`config.mk`:
```
export PLATFORM = sky130hd
export DESIGN_NAME = stm_frame_sync
export DESIGN_NICKNAME = d
export VERILOG_FILES = /design/src/rtl/stm_sync_pkg.sv /design/src/rtl/stm_sync_datapath.sv /design/src/rtl/stm_sync_control.sv /design/src/rtl/stm_frame_sync.sv
export SDC_FILE = /design/constraint.sdc
export NUM_CORES = 1
export LEC_CHECK = 0
export BUFFER_PORTS_ARGS = -buffer_cell sky130_fd_sc_hd__buf_2
export CORE_MARGIN = 2
export CORE_UTILIZATION = 54
export CTS_CLUSTER_SIZE = 12
export DETAILED_ROUTE_END_ITERATION = 16
export PLACE_DENSITY = 0.78
export SLEW_MARGIN = 20
export SYNTH_ARGS = -nofsm -noshare
export SYNTH_HDL_FRONTEND = slang
export SYNTH_HIERARCHICAL = 1
export SYNTH_SLANG_ARGS = --single-unit
```
`constraint.sdc`:
```
create_clock -name clk -period 2.15 [get_ports clk]
set_input_delay 0.1075 -clock clk [delete_from_list [all_inputs] [get_ports clk]]
set_output_delay 0.1075 -clock clk [all_outputs]
set_load 0.02 [all_outputs]
```
`src/rtl/stm_sync_pkg.sv`:
```
package stm_sync_pkg;

  typedef enum logic [1:0] {
    ST_SEARCH  = 2'd0,
    ST_CONFIRM = 2'd1,
    ST_LOCKED  = 2'd2
  } syncState_t;

  // control -> datapath strobes
  typedef struct packed {
    logic loadPos;  // realign position counter to just past the marker
    logic locked;   // label accepted bytes with row/column
  } ctrlStrobes_t;

  // datapath -> control flags
  typedef struct packed {
    logic accept;     // a byte is taken this cycle
    logic markerHit;  // window (history plus current byte) equals marker
    logic atCheck;    // current byte sits at the expected marker end
  } dpFlags_t;

endpackage

```
`src/rtl/stm_sync_datapath.sv`:
```
module stm_sync_datapath
  import stm_sync_pkg::*;
#(
  parameter int ROWS       = 9,
  parameter int COLS       = 270,
  parameter int RUN_LEN    = 3,
  parameter logic [7:0] LEAD_BYTE  = 8'hF6,
  parameter logic [7:0] TRAIL_BYTE = 8'h28,
  parameter int ROW_OUT_W  = $clog2(ROWS + 1),
  parameter int COL_OUT_W  = $clog2(COLS + 1)
) (
  input  logic                 clk,
  input  logic                 rstN,
  input  logic [7:0]           byteIn,
  input  logic                 byteValid,
  input  ctrlStrobes_t         ctl,
  output dpFlags_t             flags,
  output logic [ROW_OUT_W-1:0] rowIdx,
  output logic [COL_OUT_W-1:0] colIdx,
  output logic                 sofPulse
);

  localparam int MARK_LEN = 2 * RUN_LEN;
  localparam int HIST_LEN = MARK_LEN - 1;
  localparam int ROW_W    = $clog2(ROWS);
  localparam int COL_W    = $clog2(COLS);

  logic [HIST_LEN-1:0][7:0] hist;     // hist[0] newest
  logic [MARK_LEN-1:0][7:0] window;   // window[0] = current byte
  logic [MARK_LEN-1:0]      byteOk;
  logic [ROW_W-1:0]         rowCnt;   // position of the next byte
  logic [COL_W-1:0]         colCnt;

  assign window[0] = byteIn;

  genvar k;
  generate
    for (k = 1; k < MARK_LEN; k++) begin : g_win
      assign window[k] = hist[k-1];
    end
    for (k = 0; k < MARK_LEN; k++) begin : g_cmp
      // window[MARK_LEN-1] is the first byte of the marker
      localparam logic [7:0] EXP = (MARK_LEN - 1 - k < RUN_LEN) ? LEAD_BYTE : TRAIL_BYTE;
      assign byteOk[k] = (window[k] == EXP);
    end
  endgenerate

  assign flags.accept    = byteValid;
  assign flags.markerHit = &byteOk;
  assign flags.atCheck   = (rowCnt == '0) && (colCnt == COL_W'(MARK_LEN - 1));

  always_ff @(posedge clk) begin
    if (!rstN) begin
      hist <= '0;
    end else if (byteValid) begin
      hist[0] <= byteIn;
      for (int i = 1; i < HIST_LEN; i++) hist[i] <= hist[i-1];
    end
  end

  always_ff @(posedge clk) begin
    if (!rstN) begin
      rowCnt <= '0;
      colCnt <= '0;
    end else if (byteValid) begin
      if (ctl.loadPos) begin
        rowCnt <= '0;
        colCnt <= COL_W'(MARK_LEN);
      end else if (colCnt == COL_W'(COLS - 1)) begin
        colCnt <= '0;
        rowCnt <= (rowCnt == ROW_W'(ROWS - 1)) ? '0 : rowCnt + 1'b1;
      end else begin
        colCnt <= colCnt + 1'b1;
      end
    end
  end

  always_ff @(posedge clk) begin
    if (!rstN) begin
      rowIdx   <= '0;
      colIdx   <= '0;
      sofPulse <= 1'b0;
    end else if (byteValid) begin
      if (ctl.locked) begin
        rowIdx   <= ROW_OUT_W'(rowCnt) + 1'b1;
        colIdx   <= COL_OUT_W'(colCnt) + 1'b1;
        sofPulse <= (rowCnt == '0) && (colCnt == '0);
      end else begin
        rowIdx   <= '0;
        colIdx   <= '0;
        sofPulse <= 1'b0;
      end
    end else begin
      sofPulse <= 1'b0;
    end
  end

endmodule

```
`src/rtl/stm_sync_control.sv`:
```
module stm_sync_control
  import stm_sync_pkg::*;
#(
  parameter int MISS_LIMIT = 4
) (
  input  logic         clk,
  input  logic         rstN,
  input  dpFlags_t     flags,
  output ctrlStrobes_t ctl,
  output logic         inFrame,
  output logic         outOfFrame
);

  localparam int MISS_W = $clog2(MISS_LIMIT + 1);

  syncState_t        state;
  logic [MISS_W-1:0] missCnt;

  assign ctl.loadPos = (state == ST_SEARCH) && flags.accept && flags.markerHit;
  assign ctl.locked  = (state == ST_LOCKED);
  assign inFrame     = (state == ST_LOCKED);
  assign outOfFrame  = (state == ST_SEARCH);

  always_ff @(posedge clk) begin
    if (!rstN) begin
      state   <= ST_SEARCH;
      missCnt <= '0;
    end else if (flags.accept) begin
      unique case (state)
        ST_SEARCH: begin
          if (flags.markerHit) state <= ST_CONFIRM;
        end
        ST_CONFIRM: begin
          if (flags.atCheck) begin
            state   <= flags.markerHit ? ST_LOCKED : ST_SEARCH;
            missCnt <= '0;
          end
        end
        ST_LOCKED: begin
          if (flags.atCheck) begin
            if (flags.markerHit) begin
              missCnt <= '0;
            end else if (missCnt == MISS_W'(MISS_LIMIT - 1)) begin
              state   <= ST_SEARCH;
              missCnt <= '0;
            end else begin
              missCnt <= missCnt + 1'b1;
            end
          end
        end
        default: state <= ST_SEARCH;
      endcase
    end
  end

endmodule

```
`src/rtl/stm_frame_sync.sv`:
```
module stm_frame_sync
  import stm_sync_pkg::*;
#(
  parameter int ROWS       = 9,
  parameter int COLS       = 270,
  parameter int RUN_LEN    = 3,
  parameter int MISS_LIMIT = 4,
  parameter logic [7:0] LEAD_BYTE  = 8'hF6,
  parameter logic [7:0] TRAIL_BYTE = 8'h28,
  parameter int ROW_OUT_W  = $clog2(ROWS + 1),
  parameter int COL_OUT_W  = $clog2(COLS + 1)
) (
  input  logic                 clk,
  input  logic                 rstN,
  input  logic [7:0]           byteIn,
  input  logic                 byteValid,
  output logic                 inFrame,
  output logic                 outOfFrame,
  output logic                 sofPulse,
  output logic [ROW_OUT_W-1:0] rowIdx,
  output logic [COL_OUT_W-1:0] colIdx
);

  ctrlStrobes_t ctl;
  dpFlags_t     flags;

  stm_sync_datapath #(
    .ROWS(ROWS), .COLS(COLS), .RUN_LEN(RUN_LEN),
    .LEAD_BYTE(LEAD_BYTE), .TRAIL_BYTE(TRAIL_BYTE),
    .ROW_OUT_W(ROW_OUT_W), .COL_OUT_W(COL_OUT_W)
  ) i_dp (
    .clk(clk), .rstN(rstN), .byteIn(byteIn), .byteValid(byteValid),
    .ctl(ctl), .flags(flags), .rowIdx(rowIdx), .colIdx(colIdx),
    .sofPulse(sofPulse)
  );

  stm_sync_control #(
    .MISS_LIMIT(MISS_LIMIT)
  ) i_ctl (
    .clk(clk), .rstN(rstN), .flags(flags), .ctl(ctl),
    .inFrame(inFrame), .outOfFrame(outOfFrame)
  );

endmodule

```
Word level (Yosys, flattened, before mapping)
Cells that the tools add are included.
{"block": "totals", "input_bits": 11, "out_inout_bits": 16, "reg_bits": 72}
{"block": "op_classes", "add_sub_neg": 3, "reduce_logical": 14, "eq_ne": 17, "n_mux": 19}
{"op": "$mux 9", "count": 3}
{"op": "$eq 8x6->1 const B", "count": 3}
{"op": "$eq 8x8->1 const B", "count": 3}
{"op": "$mux 4", "count": 4}
{"op": "$mux 2", "count": 6}
{"op": "$mux 3", "count": 4}
{"op": "$reduce_and 6->1", "count": 2}
{"op": "$add 9x1->9 const B", "count": 1}
{"op": "$eq 9x3->1 const B", "count": 1}
{"op": "$eq 9x9->1 const B", "count": 1}
{"op": "$logic_not 9->1", "count": 1}
{"op": "$ne 2x1->1 const B", "count": 3}
{"op": "$pmux 2 s3", "count": 1}
{"op": "$pmux 3 s2", "count": 1}
{"op": "$add 4x1->4 const B", "count": 1}
{"op": "$eq 4x4->1 const B", "count": 1}
{"op": "$logic_and 1x1->1", "count": 4}
{"op": "$logic_not 4->1", "count": 1}
{"op": "$ne 2x2->1 const B", "count": 2}
{"op": "$reduce_and 4->1", "count": 1}
{"op": "$reduce_bool 2->1", "count": 2}
{"op": "$add 3x1->3 const B", "count": 1}
{"op": "$eq 3x2->1 const B", "count": 1}
{"op": "$reduce_and 3->1", "count": 1}
{"op": "4 further kinds", "count": 4}

Longest topological paths before layout
Gate-level depths: netlist of run 1.
{"block": "depth", "depth_word": 5, "depth_mapped": 10}

Modules after synthesis
The synthesis of run 1 kept the hierarchy.
{"module": "stm_sync_datapath", "instances": 1, "seq_area_each_um2": 1341.3, "area_each_um2": 3109.2, "cells_per_inst": 321}
{"module": "stm_sync_control", "instances": 1, "seq_area_each_um2": 100.1, "area_each_um2": 321.6, "cells_per_inst": 36}

Worst setup path before layout of run 1
Ideal clock, no wire load.
{"block": "synth_timing", "kind": "register -> register", "start": "register i_dp/hist[26] in the netlist's numbering", "end": "register i_dp.colCnt[6]", "setup_time_ps": 120, "arrival_time_ps": 2239, "path_buffers": 0, "required_time_ps": 2030, "period_less_slack_ps": 2359, "path_slack_ps": -209, "stages_incl_launch_ff": 10, "path_cell_list": "dfxtp_1 > nand4_1 > nor4_1 > nand3_1 > nor3_1 > nand2_2 > nor3_1 > a21oi_1 > and4b_1 > o31a_1"}
{"element": "start: declaration", "line_no": "stm_sync_datapath.sv:28", "rtl": "logic [HIST_LEN-1:0][7:0] hist;"}
{"element": "end signal: assignment", "line_no": "stm_sync_datapath.sv:68", "rtl": "colCnt <= COL_W'(MARK_LEN);"}
{"element": "end signal: assignment", "line_no": "stm_sync_datapath.sv:73", "rtl": "colCnt <= colCnt + 1'b1;"}
{"element": "end: declaration", "line_no": "stm_sync_datapath.sv:32", "rtl": "logic [COL_W-1:0] colCnt;"}

==> reports/metrics.yaml, run 1 <==
setup_viol: 0
critPathKind: "register to register"
end_kind: "register"
antenna_left: 0
path_buf_inv: 2
clkSinkCount: 72
drv_slew: 0
tightest_slew_ns: 0.6630
crit_top_cell: "buf_4"
fin_area_um2: 3955
start_util_pct: 54.97
coreArea_um2: 6241
rsz0062_at_grt: "yes"
setup_slack_ns: 0.08718
synthArstFlopShare_pct: 0
top_layer: "met4"
hold_path_class: "input port to register"
fp-row-count: 29
layout_min_cycle_time_ns: 2.063
p_leak_uw: 0.001621
vias_per_cell: 5.489
wl_per_cell_um: 14.72
synthMuxAreaShare_pct: 13.46
synth_edf_count: 0
seq_area_frac_synth_pct: 42.01
drt_iter0_markers: 141
fp.dieW_um: 83.71
slowest_stage: "dfxtp_1"
htreeDepth: 3
netlist_area_um2: 3431
wl_met1_um: 3459
finClkSkew_ns: 0.01214
fillers: 527
root_buffer: "clkbuf_8"
overflow: 0
powerDensity_nw_per_um2: 654.6
syn_area_per_cell_um2: 9.610
ios: 27
hold_viol: 0
multi_input_area_um2: 1898
grt_usage_pct: 20.85
wl_um: 6887
synthCells: 357
portBuffers: 26
num_vias: 2569
synth-compound-area-share_pct: 8.023
crit_chain: "nand4_1, nor4_2, nand3_1, nor3_2, buf_4, nand2_4, nor3_4, a21oi_1, buf_4, a31oi_2, a21boi_1"
dr_wl_met3_um: 269
ir_drop_uv: 368.8
syn-num-nets: 374
place_ws_ns: -0.1914
diodes: 0
critical_path_peak_fanout: 5
grt_max_degree: 59
antenna_found_initial: 0
wl_met2_um: 3071
synth_top_family_by_area: "simple AND/OR/NAND/NOR gates"
area_growth_pct: 15.28
ys_ff_latch: 72
fin_nets: 403
cts_tree: "built"
slowest_delay_ns: 0.35
crit_family: "simple AND/OR/NAND/NOR gates"
hpwl_um: 4519
die-area_um2: 7007
regArea_um2: 1448
crit_arrival_ns: 2.30
cts_buffers: 9
ys_warn_count: 6
status: "complete, no violations"
fmax_ghz: 0.4848
synth_cell_types: 52
clkTransAtPathRegs_ns: 0.09
synth_xor_area_share_pct: 2.553
synthSimpleGateAreaFrac_pct: 26.51
yosys.area_share.adder_pct: 2.188
gp_congestion: 0.8348
placed_cell_area_um2: 3666
cp.required_ns: 2.39
synth_ff_type: "dfxtp_1"
slew_headroom_pct: 55.80
grt_pass1_wl_um: 11770
clock_latency_ns: 0.36
die_h_um: 83.71
cp-start-kind: "register"
dr.pass1.iters: 4
clk_path_buf_depth: 2
final_layout_size_suffix_gt1_share_pct: 21.48
post-route-drc-count: 0
grt_pass1_vias: 2444
cap_violations: 0
fin_crit_sh_pct: 95.94
cells in the mapped netlist (all sizes together) (2+ instances only):
cell,n,area (µm²)
nand2b,12,75.07
xor2,5,43.79
nand2,20,77.58
a41o,4,40.04
and2,3,18.77
nor2,6,30.03
a31oi,4,25.02
nand4b,2,17.52
nand4,5,31.28
nor2b,48,300.3
nor4b,6,52.55
xnor2,5,43.79
dfxtp,72,1441
and3,3,23.77
ha,6,75.07
nand3b,3,22.52
and4b,3,30.03
a21oi,6,30.03
nor3b,3,27.52
and3b,3,26.28
o22ai,3,18.77
buf,14,93.83
inv,11,41.29
nand3,14,70.07
o21ai,8,43.79
nor4,5,37.53
mux2i,45,450.4
o31a,2,17.52
a21boi,8,60.06
nor3,5,25.02
clkbuf,12,45.04
cell usage in the layout (no fill, tap or decap), types with 4 or more instances in the layout:
cell type  Yosys  final
clkbuf_8       0      9
nor2_1         5      5
o21ai_0        6      6
a21oi_1        6      5
xor2_1         5      5
nor2b_1       48     48
mux2i_1       45     45
inv_1         11     11
nand3_1       14     13
dfxtp_2        0      5
a21boi_0       7      5
dfxtp_1       72     67
buf_4          2     18
ha_1           6      6
nand4_1        5      5
xnor2_1        5      5
nand2b_1      12     11
a41o_1         4      4
buf_2          9     25
nand2_1       19     19
state kept, by name, summed over array words and instances (netlist names):
| name | flops |
|---|---|
| i_dp/hist | 40 |
| i_dp/sofPulse | 1 |
| i_ctl/state | 2 |
| i_dp/colCnt | 9 |
| i_ctl/missCnt | 3 |
| i_dp/colIdx | 9 |
| i_dp/rowIdx | 4 |
| i_dp/rowCnt | 4 |
worst register-to-register path: cells and delay by family (launching register included):
kind	cells	cell delay [ns]
and+or+nand+nor	6	0.89
AOI/OAI and AO/OA	3	0.39
DFF	1	0.35
buffers and inverters	2	0.32
cell type report:
type / instances / area share, %
timing repair buffer: 44 / 7.086
inverter: 11 / 1.044
tap: 77 / 2.436
clock inverter: 7 / 1.708
multi-input combinational: 248 / 47.99
clock buffer: 9 / 3.132
sequential: 72 / 36.60
cell families (layout without fill, tap and decap cells):
kind of cell             count (synthesis)  count (layout)
AND/OR/NAND/NOR                        146             146
flip-flops                              72              72
multiplexers                            46              46
AO/OA/AOI/OAI                           40              40
buffers and inverters                   37              71
XOR/XNOR                                10              10
adder cells (fa/ha/maj)                  6               6
through the flow:
stage / total power (µW) / std cells / hold WS [ns] / utilization [%] / setup TNS, ns
6_report: 2589 / 468 / 0.02432 / 63.37 / 0
5_1_grt: 2694 / 468 / 0.04422 / 63.37 / -0.4022
4_1_cts: 2605 / 468 / 0.01641 / 62.55 / 0
3_5_place_dp: 1560 / 451 / 0.3935 / 58.74 / -1.154
3_3_place_gp: 1557 / 451 / 0.3775 / 58.74 / -0.2962
2_1_floorplan: 1515 / 357 / 0.2303 / - / 0
final timing paths:
path | from | slack (ns) | endpoint | depth (start not counted)
max | i_dp/hist[25] | 0.09 | i_dp/colCnt[3] | 11
min | byteIn[5] | 0.02 | i_dp/hist[5] | 3
max reg2reg | i_dp/hist[25] | 0.09 | i_dp/colCnt[3] | 11
min reg2reg | i_ctl/missCnt[2] | 0.44 | i_ctl/missCnt[2] | 2
per-layer routing:
metal	vias to the layer above	GRT usage (%)
met4	0	10.26
met2	50	29.89
met5	-	0
li1	1295	-
met1	1215	29.89
met3	9	4.055
power breakdown:
| part | switching, µW | total (µW) | internal (µW) |
|---|---|---|---|
| Clock | 599 | 1050 | 455 |
| Combinational | 83.7 | 160 | 76.5 |
| Sequential | 20.5 | 1370 | 1350 |
| Total | 703 | 2590 | 1890 |
repair_timing:
item                       in CTS  in global routing
setup endpoints to repair      11                 12
hold endpoints to repair        0                  0
hold buffers                    0                  0
setup buffers                   1                  1
gates resized for setup         9                 12
pin swaps                       4                  1
Power figures use the tool's default switching activity.
==> inputs of run 2 (changes only) <==
CORE_UTILIZATION = 39   (was 54)
HOLD_SLACK_MARGIN = 0.1   (was default)
PLACE_DENSITY = 0.6   (was 0.78)
==> run 2 against run 1 <==
Via count rose by 1.5%; maximum frequency rose by 1.5%; sequential share of layout area down 1.7 points; largest cell class unchanged; worst hold slack gained 0.15 ns; non-clock buffer count increased by 13; setup slack improved by 0.030 ns; sequential cell count is the same; die area increased by 36%; routed wire length rose by 5.8%; cell area increased by 4.7%; clock skew down 0.0052 ns.
==> reports/metrics.yaml, run 2 (same netlist as run 1, synthesis figures left out) <==
root_buffer: "clkbuf_8"
htreeDepth: 3
gp_congestion: 0.7829
mostFrequentLayoutCell: "dfxtp_1"
hold_viol: 0
crit_arrival_ns: 2.26
grt_pass1_wl_um: 12450
slowest_delay_ns: 0.36
slowest_stage: "dfxtp_1"
cap_violations: 0
status: "complete, no violations"
die-area_um2: 9563
post-route-drc-count: 0
placed_cell_area_um2: 3742
cts_tree: "built"
finClkSkew_ns: 0.006985
layout_min_cycle_time_ns: 2.033
critical_path_peak_fanout: 4
area_growth_pct: 20.71
ios: 27
dr.pass1.iters: 4
die_h_um: 97.79
coreArea_um2: 8636
fillers: 829
slew_headroom_pct: 60.62
final_layout_size_suffix_gt1_share_pct: 22.52
rsz0062_at_grt: "yes"
vias_per_cell: 5.092
hold_path_class: "input port to register"
dpl.cell_count: 487
drv_slew: 0
grt_max_degree: 41
cp-start-kind: "register"
finalPower_uw: 2548
crit_chain: "nand4_1, nor4_4, nand3_1, nor3_2, nand2_2, nor3_4, nand2b_4, nor4_1, o31a_1"
fmax_ghz: 0.4918
start_util_pct: 39.73
num_vias: 2607
holdWs_ns: 0.1740
fin_area_um2: 4141
p_leak_uw: 0.001674
fin_util_pct: 47.96
hpwl_um: 4729
fin_nets: 416
grt_pass1_vias: 2532
ir_drop_uv: 358.1
critPathKind: "register to register"
antenna_found_initial: 0
clkSinkCount: 72
end_kind: "register"
wl_um: 7285
antenna_left: 0
powerDensity_nw_per_um2: 615.1
clock_latency_ns: 0.34
clk_path_buf_depth: 2
cp.required_ns: 2.38
reg_top3: "i_dp/hist (40), i_dp/colCnt (9), i_dp/colIdx (9)"
cts_buffers: 9
wl_per_cell_um: 14.23
fp-row-count: 34
grt_usage_pct: 15.86
fin_crit_sh_pct: 94.57
clkTransAtPathRegs_ns: 0.08
stdcell_count: 512
drt_iter0_markers: 71
fp.dieW_um: 97.79
portBuffers: 26
top_register: "i_dp/hist"
setup_viol: 0
diodes: 0
largest_reg_flops: 40
overflow: 0
final_cell_mix: "68 x dfxtp_1, 48 x nor2b_1, 45 x mux2i_1"
tightest_slew_ns: 0.5907
## run 2: changes by cell type in the layout (fill, tap and decap cells not counted), moves of 2 or more
cell,delta
a21boi_1,-2
buf_4,+5
clkbuf_8,+2
dlygate4sd3_1,+8
inv_6,-3
inv_8,-3
nand2_2,+2
## run 2: layer usage
layer	vias up	global-route usage [%]	share of wire [%]
li1	1330	-	-
met1	1238	22.60	53
met2	31	23.98	43
met3	8	2.935	2.5
met4	0	6.090	1.5
met5	-	0	0
## run 2: metrics by stage
| stage | setup TNS (ns) | setup WS [ns] |
|---|---|---|
| 2_1_floorplan | 0 | 0.006716 |
| 3_3_place_gp | -0.6994 | -0.1256 |
| 3_5_place_dp | -0.6449 | -0.1244 |
| 4_1_cts | 0 | 0.01715 |
| 5_1_grt | -0.3065 | -0.04803 |
| 6_report | 0 | 0.1168 |
## run 2: area by class of cell
cell class / instances / area (µm²) / area share, %
multi-input combinational: 248 / 1931 / 46.62
clock inverter: 4 / 28.78 / 0.6949
inverter: 11 / 41.29 / 0.9970
sequential: 72 / 1446 / 34.92
clock buffer: 12 / 155.1 / 3.746
tap: 108 / 135.1 / 3.263
timing repair buffer: 57 / 404.1 / 9.758
## run 2: what timing repair did
item	4_1_cts	5_1_grt
endpoints found under the setup margin	11	13
buffers inserted	0	2
hold buffers	8	0
pin swaps	0	11
resized for setup	4	20
hold endpoints to repair	8	0
## run 2: path summary, 6_finish.rpt
kind,from,endpoint,slack [ns],cells past startpoint
worst max-delay path,i_dp/hist[26],i_dp/colCnt[4],0.12,9
worst min-delay path,byteValid,i_dp/sofPulse,0.17,3
worst max register to register,i_dp/hist[26],i_dp/colCnt[4],0.12,9
worst min register to register,i_ctl/missCnt[2],i_ctl/missCnt[2],0.44,2
## run 2: report_power, final
part | leakage, µW | internal (µW) | total [µW] | switching [µW]
clock | 0.0000886 | 482 | 988 | 505
sequential | 0.000585 | 1350 | 1370 | 19.8
combinational | 0.00100 | 95.1 | 186 | 90.8
## run 2: critical path, delay by kind of cell, from the launching register on
kind	cells	cell delay, ns
AND/OR/NAND/NOR	8	1.28
AO/OA/AOI/OAI	1	0.27
flip-flops	1	0.36
==> inputs of run 3 (changes only) <==
CTS_CLUSTER_SIZE = default   (was 12)
RECOVER_POWER = 100   (was default)
==> run 3 against run 2 <==
Routed wire length shrank 0.30%; critical path depth is 1 lower; critical endpoint unchanged; cell area is 0.79% lower; via count about the same; register-to-register slack is essentially flat; non-clock buffer count unchanged; sequential share of layout area up 0.28 points; cell count did not move.
==> reports/metrics.yaml, run 3 (same netlist as run 1, synthesis figures left out) <==
status: "complete, no violations"
end_kind: "register"
fin_tns_setup_ns: 0
gp_congestion: 0.7829
fmax_ghz: 0.4924
min-delay-start: "byteValid"
reg_top3: "i_dp/hist (40), i_dp/colCnt (9), i_dp/colIdx (9)"
wl_um: 7263
final_layout_size_suffix_gt1_share_pct: 17.82
ios: 27
dr_wl_met3_um: 181
root_buffer: "clkbuf_8"
finalPower_uw: 2547
place_ws_ns: -0.1244
clock_latency_ns: 0.34
final_cell_mix: "68 x dfxtp_1, 48 x nor2b_1, 45 x mux2i_1"
drt_iter0_markers: 72
wl_per_cell_um: 14.19
largest_reg_flops: 40
ir_drop_uv: 357.7
diodes: 0
critical_path_peak_fanout: 4
stdcell_count: 512
grt_pass1_vias: 2532
fin_crit_sh_pct: 94.47
grt_max_degree: 41
setup_viol: 0
hold_viol: 0
hpwl_um: 4729
start_util_pct: 39.73
cts_tree: "built"
overflow: 0
area_growth_pct: 19.77
finClkSkew_ns: 0.007912
antenna_left: 0
coreArea_um2: 8636
holdWs_ns: 0.1743
grt_usage_pct: 15.86
portBuffers: 26
p_leak_uw: 0.001598
htreeDepth: 3
wl_met1_um: 3861
die_h_um: 97.79
tightest_slew_ns: 1.164
slowest_stage: "dfxtp_1"
reg2reg_from: "i_dp/hist[8]"
critPathKind: "register to register"
post-route-drc-count: 0
cp.required_ns: 2.38
cap_violations: 0
die-area_um2: 9563
cts_buffers: 9
setup_slack_ns: 0.1190
rsz0062_at_grt: "yes"
antenna_found_initial: 0
grt_pass1_wl_um: 12450
dpl.cell_count: 487
num_vias: 2605
critPathLaunch: "i_dp/hist[8]"
drv_slew: 0
powerDensity_nw_per_um2: 619.9
hold_path_class: "input port to register"
fin_nets: 416
vias_per_cell: 5.088
clkSinkCount: 72
slowest_delay_ns: 0.32
clk_path_buf_depth: 2
mostFrequentLayoutCell: "dfxtp_1"
fp.dieW_um: 97.79
layout_min_cycle_time_ns: 2.031
fp-row-count: 34
dr.pass1.iters: 4
crit_chain: "nor4b_1, nand4_1, nor3_2, nand2_2, nor3_4, nand2b_4, nor4_1, o31a_1"
wl_met2_um: 3096
slew_headroom_pct: 22.39
cp-start-kind: "register"
clkTransAtPathRegs_ns: 0.08
top_register: "i_dp/hist"
crit_arrival_ns: 2.26
top_layer: "met4"
==> run 3: layer usage <==
metal	track usage, %	up-vias
met1	22.60	1226
met3	2.935	12
met2	23.98	35
met5	0	-
li1	-	1332
met4	6.090	0
==> run 3: power breakdown <==
part,internal [µW],switching (µW),total [µW]
clock,482,506,988
combinational,94.2,90.9,185
sequential,1350,19.7,1370
==> run 3: worst paths after layout <==
kind	depth (start not counted)	slack, ns	end
worst max-delay path	8	0.12	i_dp/colCnt[4]
worst min-delay path	3	0.17	i_dp/sofPulse
worst max register to register	8	0.12	i_dp/colCnt[4]
worst min register to register	2	0.44	i_ctl/missCnt[2]
==> run 3: area by class of cell <==
cell class	instances	area (µm²)
multi-input combinational	248	1926
clock buffer	12	155.1
inverter	11	41.29
timing repair buffer	57	376.6
fill	833	4527
clock inverter	4	28.78
tap	108	135.1
sequential	72	1446
==> run 3: repair_timing <==
item	CTS	global route
setup endpoints to repair	11	13
pin swaps	0	11
setup buffers	0	2
gates resized for setup	4	20
hold buffers	8	0
endpoints found under the hold margin	8	0
==> run 3: critical path, delay by kind of cell, from the launching register on <==
family | cells | cell delay (ns)
compound gates | 1 | 0.27
simple gates | 7 | 1.33
flops | 1 | 0.32
==> run 3: stage by stage <==
| step | instance area (µm²) | utilization [%] |
|---|---|---|
| after floorplan | 3436 | - |
| after global placement | 3742 | 43.34 |
| after detailed placement | 3742 | 43.34 |
| after CTS | 4031 | 46.68 |
| after global routing | 4109 | 47.58 |
| final | 4109 | 47.58 |
